<file path="config.mk">
export PLATFORM = sky130hd
export DESIGN_NAME = seg_addr_check
export DESIGN_NICKNAME = d
export VERILOG_FILES = /design/src/rtl/seg_addr_check.sv
export SDC_FILE = /design/constraint.sdc
export NUM_CORES = 1
export LEC_CHECK = 0
export ABC_AREA = 0
export ABC_CLOCK_PERIOD_IN_PS = 4350
export BUFFER_PORTS_ARGS = -buffer_cell sky130_fd_sc_hd__buf_2
export CAP_MARGIN = 20
export CORE_MARGIN = 2
export CORE_UTILIZATION = 57
export CTS_BUF_LIST = sky130_fd_sc_hd__clkbuf_16
export DETAILED_ROUTE_END_ITERATION = 10
export GPL_TIMING_DRIVEN = 0
export PLACE_DENSITY = 0.82
export RECOVER_POWER = 100
export SLEW_MARGIN = 10
export SYNTH_ARGS = -nofsm -noshare
export SYNTH_HDL_FRONTEND = slang
export SYNTH_SLANG_ARGS = --single-unit
</file>
<file path="constraint.sdc">
create_clock -name clk -period 4.35 [get_ports clk]
set_input_delay 0.6525 -clock clk [delete_from_list [all_inputs] [get_ports clk]]
set_output_delay 0.6525 -clock clk [all_outputs]
set_load 0.005 [all_outputs]
</file>
<file path="src/rtl/seg_addr_check.sv">
module seg_addr_check #(
  parameter int ADDR_W   = 64,
  parameter int DISP_W   = 16,
  parameter int EXEMPT_W = 16
) (
  input  logic              clk,
  input  logic              rst_n,
  input  logic              in_valid,
  input  logic [ADDR_W-1:0] in_base,
  input  logic [DISP_W-1:0] in_disp,
  input  logic              in_tags_on,
  output logic              out_valid,
  output logic [ADDR_W-1:0] out_addr,
  output logic              out_fault
);
  localparam int SEG_SHIFT = 24;
  localparam int EXT_W     = ADDR_W - DISP_W;

  logic [ADDR_W-1:0] disp_ext;
  logic [ADDR_W-1:0] sum;
  logic              exempt;
  logic              seg_moved;
  logic              fault_d;

  assign disp_ext  = {{EXT_W{in_disp[DISP_W-1]}}, in_disp};
  assign sum       = in_base + disp_ext;
  assign exempt    = (in_base[ADDR_W-1 -: EXEMPT_W] == '0);
  assign seg_moved = (sum[ADDR_W-1:SEG_SHIFT] != in_base[ADDR_W-1:SEG_SHIFT]);
  assign fault_d   = in_tags_on & ~exempt & seg_moved;

  always_ff @(posedge clk) begin
    if (!rst_n) begin
      out_valid <= 1'b0;
      out_fault <= 1'b0;
      out_addr  <= '0;
    end else begin
      out_valid <= in_valid;
      out_fault <= in_valid & fault_d;
      if (in_valid) out_addr <= sum;
    end
  end
endmodule

</file>
* Word level (Yosys, flattened, before mapping)
Index checks and enable logic that the tools add are counted.
Storage, ports and cells: register bits 66, bits of input ports 84, output and inout port bits 66, logic and storage cells 10
Operators by class: add/sub/neg operators 1, equality and inequality tests 1, bitwise logic cells 4, reduce and logical (&&, ||, !) cells 1
Operators by type and width (number):
- 64-bit adder | 1
- 40-bit inequality test | 1
- 16-bit zero test | 1
- 1-bit AND | 3
- 1-bit NOT | 1

* Logic depth before layout (Yosys ltp)
Gate-level depths: netlist of run 1.
depth after elaboration 5, gate-level depth with buffers 15, gate-level depth less buffers 14

* Worst setup path before layout of run 1
Ideal clock, no wire load.
kind input to register, start in in_base[0], end reg out_fault, library setup time 0.139 ns, data arrival time 3.829 ns, required time 4.211 ns, path slack 0.382 ns, stages 14, buffers on the path 0, cells stage by stage ha_1 fa_1 a21o_1 a221o_1 a311oi_4 a2111oi_4 a211oi_2 xnor2_1 xnor2_1 o41ai_1 a2111oi_2 nand4_1 nor4_1 a41oi_1
On the way: longest elaborated chain between the ends 4
RTL lines:
- from (decl) | line 9 | input logic [ADDR_W-1:0] in_base,
- 64-bit adder | line 26 | assign sum = in_base + disp_ext;
- 40-bit inequality test | line 28 | assign seg_moved = (sum[ADDR_W-1:SEG_SHIFT] != in_base[ADDR_W-1:SEG_SHIFT]);
- 1-bit AND | line 29 | assign fault_d = in_tags_on & ~exempt & seg_moved;
- 1-bit AND | line 38 | out_fault <= in_valid & fault_d;
- to (signal assigned) | line 38
- to (decl) | line 14 | output logic out_fault
No other way between the ends. A chain may end at the register's enable or synchronous reset.

* Worst setup path in the final report of run 1
Ends and elaborated chain as after synthesis.

==> results.txt, run 1 <==
----------------------------------------------------
[Setup path]
  Type of the setup path with the least slack ... primary input to flop
  Crit Reg-Reg Endpoint ... out_addr[22]
  Arrival time at the worst endpoint ... 4520 ps
  Worst Reg-to-Reg Cells ... 2
  Kind of launch point of the worst setup path ... primary input
  Largest fanout on the critical path ... 3
  Capturing element type of the critical path ... flop
  Crit Reg-Reg Startpoint ... out_addr[22]
  Required time reported for the critical path endpoint ... 4540 ps
  Register-to-register path setup slack ... 3680 ps

[Clock tree]
  CTS Buf Count ... 9
  Clk sinks ... 66
  CTS Root Cell ... sky130_fd_sc_hd__clkbuf_16
  Clock transition at the register clock pins on the worst setup and hold paths after CTS ... 50 ps
  Clock network latency to the later pin of the worst-skew pair ... 320 ps
  Hold buffers post-CTS ... 0
  Number of buffers on the longest clock path ... 2
  Number of levels in the clock H-tree ... 3
  TritonCTS clock tree ... built

[Pwr]
  NetSw ... 1120 uW
  Register share of total power ... 26.0%
  Leak Pwr ... 0.00378 uW
  Net Sw Frac ... 40.7%
  Combinational share of power ... 48.7%
  Clock power share ... 25.3%
  Power density over the cells ... 308 nW/um^2
  Design internal power ... 1630 uW
  Worst ir drop on vdd ... 320 uV
  Sum of internal, switching and leakage power ... 2750 uW

[STA]
  Tcrit/Tclk final ... 99.5%
  Minimum setup slack in the final design ... 20.5 ps
  Final setup skew ... 0 ps
  Final hold violation count ... 0
  Min cycle time layout ... 4330 ps
  Total Negative Setup Slacks ... 0 ps
  Remaining max-slew budget at the tightest pin ... 45.3%
  Final setup fails ... 0
  Pin slew with the least headroom to its limit ... 813 ps
  Count of final max-slew check failures ... 0
  Highest clock rate ... 0.231 GHz

[Die]
  Y dimension of the die ... 119 um
  Area of the die ... 14100 sq um
  I/O pin cnt ... 150
  Placeable Area ... 12700 sq um
  Number of cell rows ... 41
  Initial core utilization ... 58.8%
  Die boundary width ... 119 um

[Placement]
  Worst-case setup slack after placement ... -1150 ps
  Area post-placement ... 8430 sq um
  Number of I/O port buffers ... 147
  Post-detailed-placement half-perimeter wirelength ... 21.1 mm
  Placer's final routability congestion estimate ... 1.00

[Detailed routing]
  Vias post-DR ... 8364
  Remaining design rule violation count ... 0
  Routed WL ... 26.5 mm
  Per-cell via count in the routed design ... 6.26
  DRT antenna net count ... 0
  DR iter-0 viols ... 979
  Number of iterations in the first detailed-routing pass ... 6
  Final routed wire length divided by cell count ... 19.8 um

[Yosys]
  Post-Syn Area per Cell ... 7.46 sq um
  Dominant cell by count in the synthesized netlist ... sky130_fd_sc_hd__a21oi_1
  Most frequently used flop master after synthesis ... sky130_fd_sc_hd__dfxtp_1
  Xor and xnor fraction of the mapped netlist area ... 11.3%
  Cells taking the most area after synthesis ... sky130_fd_sc_hd__dfxtp_1 18%, sky130_fd_sc_hd__ha_1 11%, sky130_fd_sc_hd__mux2i_1 7.5%, sky130_fd_sc_hd__xnor2_1 6.6%, sky130_fd_sc_hd__a21oi_1 6.4%
  Compound-gate portion of the synthesized area ... 23.6%
  Share of synthesized flip-flops with an asynchronous set or reset ... 0%
  Gate count of the mapped netlist ... 1003
  Seq cells post-synth ... 66
  Multiplexer fraction of the synthesized cell area ... 7.64%
  Unique masters post-synth ... 71
  Post-Syn Nets ... 1151
  Combinational family with the most area after synthesis ... simple AND/OR/NAND/NOR gates
  Number of synthesis warnings ... 0
  Synth Cell Area ... 7480 sq um
  Simple-gate share of the synthesized area ... 25.0%
  Proportion of netlist area held by the largest area contributor ... 17.7%
  Adder and majority gate portion of the synthesized area ... 10.8%
  Cell taking the most area after synthesis ... sky130_fd_sc_hd__dfxtp_1
  EDFF count, synth ... 0
  Register area share after synthesis ... 17.7%
  Most frequent cells after synthesis ... 95 x sky130_fd_sc_hd__a21oi_1, 90 x sky130_fd_sc_hd__nand2_1, 88 x sky130_fd_sc_hd__nor2_1

[GRT]
  Number of global-route vias before repair ... 7731
  Antenna violations before repair ... 1
  Largest net degree at the start of global routing ... 50
  Overflow left after global routing ... 0
  First-pass GRT wire length ... 40.4 mm
  Overall track demand over capacity in global routing ... 35.9%

[Layout]
  Layout Area Growth over Synthesis ... 19.1%
  Area of all sequential standard cells ... 1320 sq um
  Layout Utilization ... 70.1%
  Number of fill cells in the layout ... 1145
  Ratio of cells with drive above 1 in the final layout ... 14.8%
  Area used by multi-input combinational logic ... 6070 sq um
  Number of nets in the finished design ... 1307
  Final instance area ... 8910 sq um

[Hold path]
  Worst hold path class ... flop to flop
  Min-delay src ... out_addr[2]
  Worst min-delay path endpoint ... out_addr[2]
  Cell depth of the worst min-delay path ... 1

[Flow run]
  Count of maximum capacitance violations ... 0

[Run status]
  Run status ... complete, no violations

----------------------------------------------------
## metal layers
| layer | vias to the layer above | track usage [%] | wire, um |
|---|---|---|---|
| met2 | 435 | 55.2 | 11600 |
| met1 | 3899 | 50.7 | 11300 |
| li1 | 3966 | - | - |
| met3 | 64 | 7.72 | 2890 |
| met4 | 0 | 9.52 | 624 |
| met5 | - | 0 | 0 |
## logic make-up after synthesis
family / Yosys count
DFF: 66
muxes: 57
and+or+nand+nor: 372
adders and majority gates: 64
AOI/OAI and AO/OA: 273
buffers and inverters: 78
xor gates and xnor gates: 93
## power groups by stage
| stage | logic [uW] | clock network, uW | registers (uW) |
|---|---|---|---|
| after floorplan | 812 | 0 | 728 |
| after detailed placement | 1220 | 0 | 723 |
| final | 1340 | 695 | 714 |
| after global placement | 1210 | 0 | 720 |
| after CTS | 1250 | 699 | 712 |
| after global routing | 1440 | 727 | 721 |
## layout by cell type (no fill, tap or decap), types with 8 or more instances in the layout
cell                          n
sky130_fd_sc_hd__ha_1        63
sky130_fd_sc_hd__nor4_1       8
sky130_fd_sc_hd__a31oi_1      9
sky130_fd_sc_hd__buf_2      111
sky130_fd_sc_hd__o21bai_1    10
sky130_fd_sc_hd__clkbuf_16    9
sky130_fd_sc_hd__dfxtp_1     66
sky130_fd_sc_hd__nand2_1     90
sky130_fd_sc_hd__nand3_1     20
sky130_fd_sc_hd__a21o_1      22
sky130_fd_sc_hd__nor2_1      86
sky130_fd_sc_hd__xnor2_1     48
sky130_fd_sc_hd__mux2i_1     56
sky130_fd_sc_hd__nor3_1      18
sky130_fd_sc_hd__inv_1       20
sky130_fd_sc_hd__clkbuf_1    81
sky130_fd_sc_hd__o211ai_1     8
sky130_fd_sc_hd__xor2_1      31
sky130_fd_sc_hd__nor2b_1     71
sky130_fd_sc_hd__nand4_1     40
sky130_fd_sc_hd__a21oi_1     94
sky130_fd_sc_hd__o21ai_0     56
## repair_timing
action                                  in CTS  in global routing
cloned                                       0                  0
endpoints found under the setup margin       6                  1
resized for setup                           10                 28
pin swaps                                    4                 10
setup buffers                                4                  4
## flip-flops by register name (all words and copies together) (netlist names)
signal / flops
out_valid: 1
out_fault: 1
out_addr: 64
## area by class of cell
type | count | share of cell area (%)
plain buffers | 50 | 2.16
well taps | 172 | 2.41
clock inverters | 7 | 0.702
clock buffers | 9 | 2.53
inverters | 18 | 0.758
repair buffers | 155 | 8.53
diodes | 1 | 0.0281
flip-flops and latches | 66 | 14.8
multi-input cells | 859 | 68.1
## how the worst max path moves through the flow
stage | slack, ps | from | depth (start not counted) | end
6_report | 20 | in_base[0] | 17 | out_fault
5_1_grt | -60 | in_base[0] | 17 | out_fault
4_1_cts | 6 | in_disp[15] | 15 | out_fault
3_5_place_dp | -1150 | in_disp[15] | 13 | out_fault
3_3_place_gp | -1100 | in_disp[15] | 13 | out_fault
2_1_floorplan | 380 | in_base[0] | 14 | out_fault
## per-stage QoR
step,hold WS [ps],std cells
floorplan,477,1003
global placement,464,1322
detailed placement,469,1322
CTS,481,1341
global route,505,1337
finish,484,1337
## worst max-delay path, cell delays in order
cell	delay (ps)
sky130_fd_sc_hd__buf_2	100
sky130_fd_sc_hd__ha_1	220
sky130_fd_sc_hd__fa_2	370
sky130_fd_sc_hd__a21o_1	200
sky130_fd_sc_hd__a221o_1	350
sky130_fd_sc_hd__a311oi_4	360
sky130_fd_sc_hd__buf_4	200
sky130_fd_sc_hd__a2111oi_4	100
sky130_fd_sc_hd__a211oi_2	310
sky130_fd_sc_hd__buf_4	170
sky130_fd_sc_hd__o21ba_4	200
sky130_fd_sc_hd__o41ai_4	130
sky130_fd_sc_hd__a21oi_1	340
sky130_fd_sc_hd__xor2_1	250
sky130_fd_sc_hd__o2111ai_1	150
sky130_fd_sc_hd__nor3_1	270
sky130_fd_sc_hd__a41oi_1	140
Power figures use the tool's default switching activity.
==> inputs of run 2 (changes only) <==
CORE_UTILIZATION = 55   (was 57)
PLACE_DENSITY = 0.8   (was 0.82)
==> run 2 against run 1 <==
Count of clock-buffer cells in the layout unchanged. Largest power group unchanged. Via count increased by 0.13%. First-iteration DRC count decreased by 19%. Highest routed layer unchanged.
==> results.txt, run 2 (same netlist as run 1, synthesis figures left out) <==
----------------------------------------------------
[Run status]
  Run status ... complete, no violations

[GRT]
  Overflow left after global routing ... 0 (unchanged)
  Antenna violations before repair ... 0 (-1)
  Number of global-route vias before repair ... 7619 (-1.4%)
  Largest net degree at the start of global routing ... 50 (unchanged)
  Overall track demand over capacity in global routing ... 35.2% (-0.73 points)
  First-pass GRT wire length ... 40.2 mm (-0.56%)

[Detailed routing]
  Final routed wire length divided by cell count ... 19.5 um (-1.2%)
  Per-cell via count in the routed design ... 6.22 (-0.54%)
  Number of iterations in the first detailed-routing pass ... 5 (-1)
  Routed WL ... 26.3 mm (-0.54%)
  Vias post-DR ... 8375 (+0.13%)
  DRT antenna net count ... 0 (unchanged)
  Remaining design rule violation count ... 0 (unchanged)
  DR iter-0 viols ... 796 (-19%)

[Die]
  Area of the die ... 14600 sq um (+3.5%)
  Initial core utilization ... 56.5% (-2.3 points)
  Placeable Area ... 13200 sq um (+4.1%)
  Number of cell rows ... 42 (+2.4%)
  Y dimension of the die ... 121 um (+1.7%)
  Die boundary width ... 121 um (+1.7%)
  I/O pin cnt ... 150 (unchanged)

[Layout]
  Largest registers ranked by flip-flop count ... out_addr x64, out_fault x1, out_valid x1
  Final instance area ... 9020 sq um (+1.2%)
  Most common cell after layout, fill and taps aside ... sky130_fd_sc_hd__buf_2
  Most frequent cells in the layout ... 113 x sky130_fd_sc_hd__buf_2, 91 x sky130_fd_sc_hd__a21oi_1, 90 x sky130_fd_sc_hd__nand2_1, 86 x sky130_fd_sc_hd__nor2_1, 79 x sky130_fd_sc_hd__clkbuf_1
  Ratio of cells with drive above 1 in the final layout ... 16.6% (+1.8 points)
  Number of inserted diodes ... 0 (-1)
  Largest register FFs ... 64 (unchanged)
  Number of nets in the finished design ... 1313 (+0.46%)
  Layout Area Growth over Synthesis ... 20.6%
  Register with the highest flop count ... out_addr

[Flow run]
  Count of maximum capacitance violations ... 0 (unchanged)

[STA]
  Minimum setup slack in the final design ... 27.0 ps (+6.54 ps)
  Final setup skew ... 0 ps (unchanged)
  Pin slew with the least headroom to its limit ... 873 ps (+59.6 ps)
  Final setup fails ... 0 (unchanged)
  Highest clock rate ... 0.231 GHz (+0.15%)
  Min cycle time layout ... 4320 ps (-6.54 ps)
  Final hold violation count ... 0 (unchanged)
  Remaining max-slew budget at the tightest pin ... 41.3% (-4.0 points)
  Tcrit/Tclk final ... 99.4% (-0.15 points)
  Count of final max-slew check failures ... 0 (unchanged)

[Clock tree]
  Hold buffers post-CTS ... 0 (unchanged)
  TritonCTS clock tree ... built
  Number of buffers on the longest clock path ... 2 (unchanged)
  CTS Buf Count ... 9 (unchanged)
  Clock network latency to the later pin of the worst-skew pair ... 320 ps (about the same)
  Clock transition at the register clock pins on the worst setup and hold paths after CTS ... 50 ps (about the same)
  Clk sinks ... 66 (unchanged)
  Number of levels in the clock H-tree ... 3 (unchanged)
  CTS Root Cell ... sky130_fd_sc_hd__clkbuf_16

[Placement]
  Worst-case setup slack after placement ... -1170 ps (-23.0 ps)
  Post-detailed-placement half-perimeter wirelength ... 20.9 mm (-1.0%)
  Area post-placement ... 8440 sq um (about the same)
  Placer's final routability congestion estimate ... 1.05 (+4.4%)
  Number of I/O port buffers ... 147 (unchanged)

[Setup path]
  Largest stage delay, worst path ... 460 ps (+90 ps)
  Cell breakdown of the critical path ... buf_2, ha_4, fa_2, a21o_1, a221o_1, a311oi_4, buf_4, or4_4, o211ai_1, buf_4, buf_6, o31a_1, a21oi_2, nor2_2, nand4_1, nand4_1, nor4_2, a41oi_2
  Capturing element type of the critical path ... flop
  Required time reported for the critical path endpoint ... 4540 ps (about the same)
  Arrival time at the worst endpoint ... 4510 ps (about the same)
  Kind of launch point of the worst setup path ... primary input
  Largest fanout on the critical path ... 5 (+2)
  CP max stage cell ... sky130_fd_sc_hd__a311oi_4
  Type of the setup path with the least slack ... primary input to flop

[Pwr]
  Worst ir drop on vdd ... 319 uV (about the same)
  Leak Pwr ... 0.00380 uW (+0.62%)
  Power density over the cells ... 305 nW/um^2 (-0.93%)

[Hold path]
  Worst hold path class ... flop to flop

----------------------------------------------------
-- run 2: cell type report --
type / instances / area, sq um
Multi-Input combinational cell: 859 / 6130
Buffer: 51 / 198
Clock buffer: 9 / 225
Tap cell: 176 / 220
Fill cell: 1193 / 4220
Timing Repair Buffer: 160 / 801
Clock inverter: 7 / 60.1
Sequential cell: 66 / 1320
Inverter: 18 / 67.6
-- run 2: where the power goes --
group | internal (uW) | total, uW | switching [uW]
logic | 525 | 1350 | 825
registers | 676 | 715 | 39.0
clock network | 436 | 692 | 256
total | 1640 | 2760 | 1120
-- run 2: timing repair --
action	in CTS	in global routing
gates resized for setup	12	45
pin swaps	6	23
setup endpoints to repair	5	3
buffers inserted	6	7
-- run 2: metrics by stage --
stage / hold slack (ps) / cells / utilization [%] / TNS [ps] / power (uW)
floorplan: 477 / 1003 / - / 0 / 1540
global placement: 457 / 1326 / 63.7 / -3950 / 1930
detailed placement: 466 / 1326 / 63.7 / -4610 / 1940
CTS: 480 / 1343 / 66.6 / 0 / 2670
global route: 499 / 1346 / 68.1 / -32.9 / 2900
finish: 484 / 1346 / 68.1 / 0 / 2760
-- run 2: final timing paths --
| check | to | depth (start not counted) | start | slack (ps) |
|---|---|---|---|---|
| worst max-delay path | out_fault | 18 | in_disp[0] | 30 |
| worst min-delay path | out_addr[44] | 1 | out_addr[44] | 480 |
| worst max register to register | out_addr[56] | 2 | out_addr[56] | 3660 |
| worst min register to register | out_addr[44] | 1 | out_addr[44] | 480 |
-- run 2: metal layers --
layer,track usage [%],wire length [um]
met1,49.6,11500
met2,53.2,11200
met3,7.78,2840
met4,11.3,806
met5,0,0
-- run 2: critical path, delay by kind of cell --
| kind | cells | cell delay, ps |
|---|---|---|
| compound gates | 7 | 1940 |
| fa+ha+maj | 2 | 520 |
| simple gates | 5 | 770 |
| buf+inv | 4 | 620 |
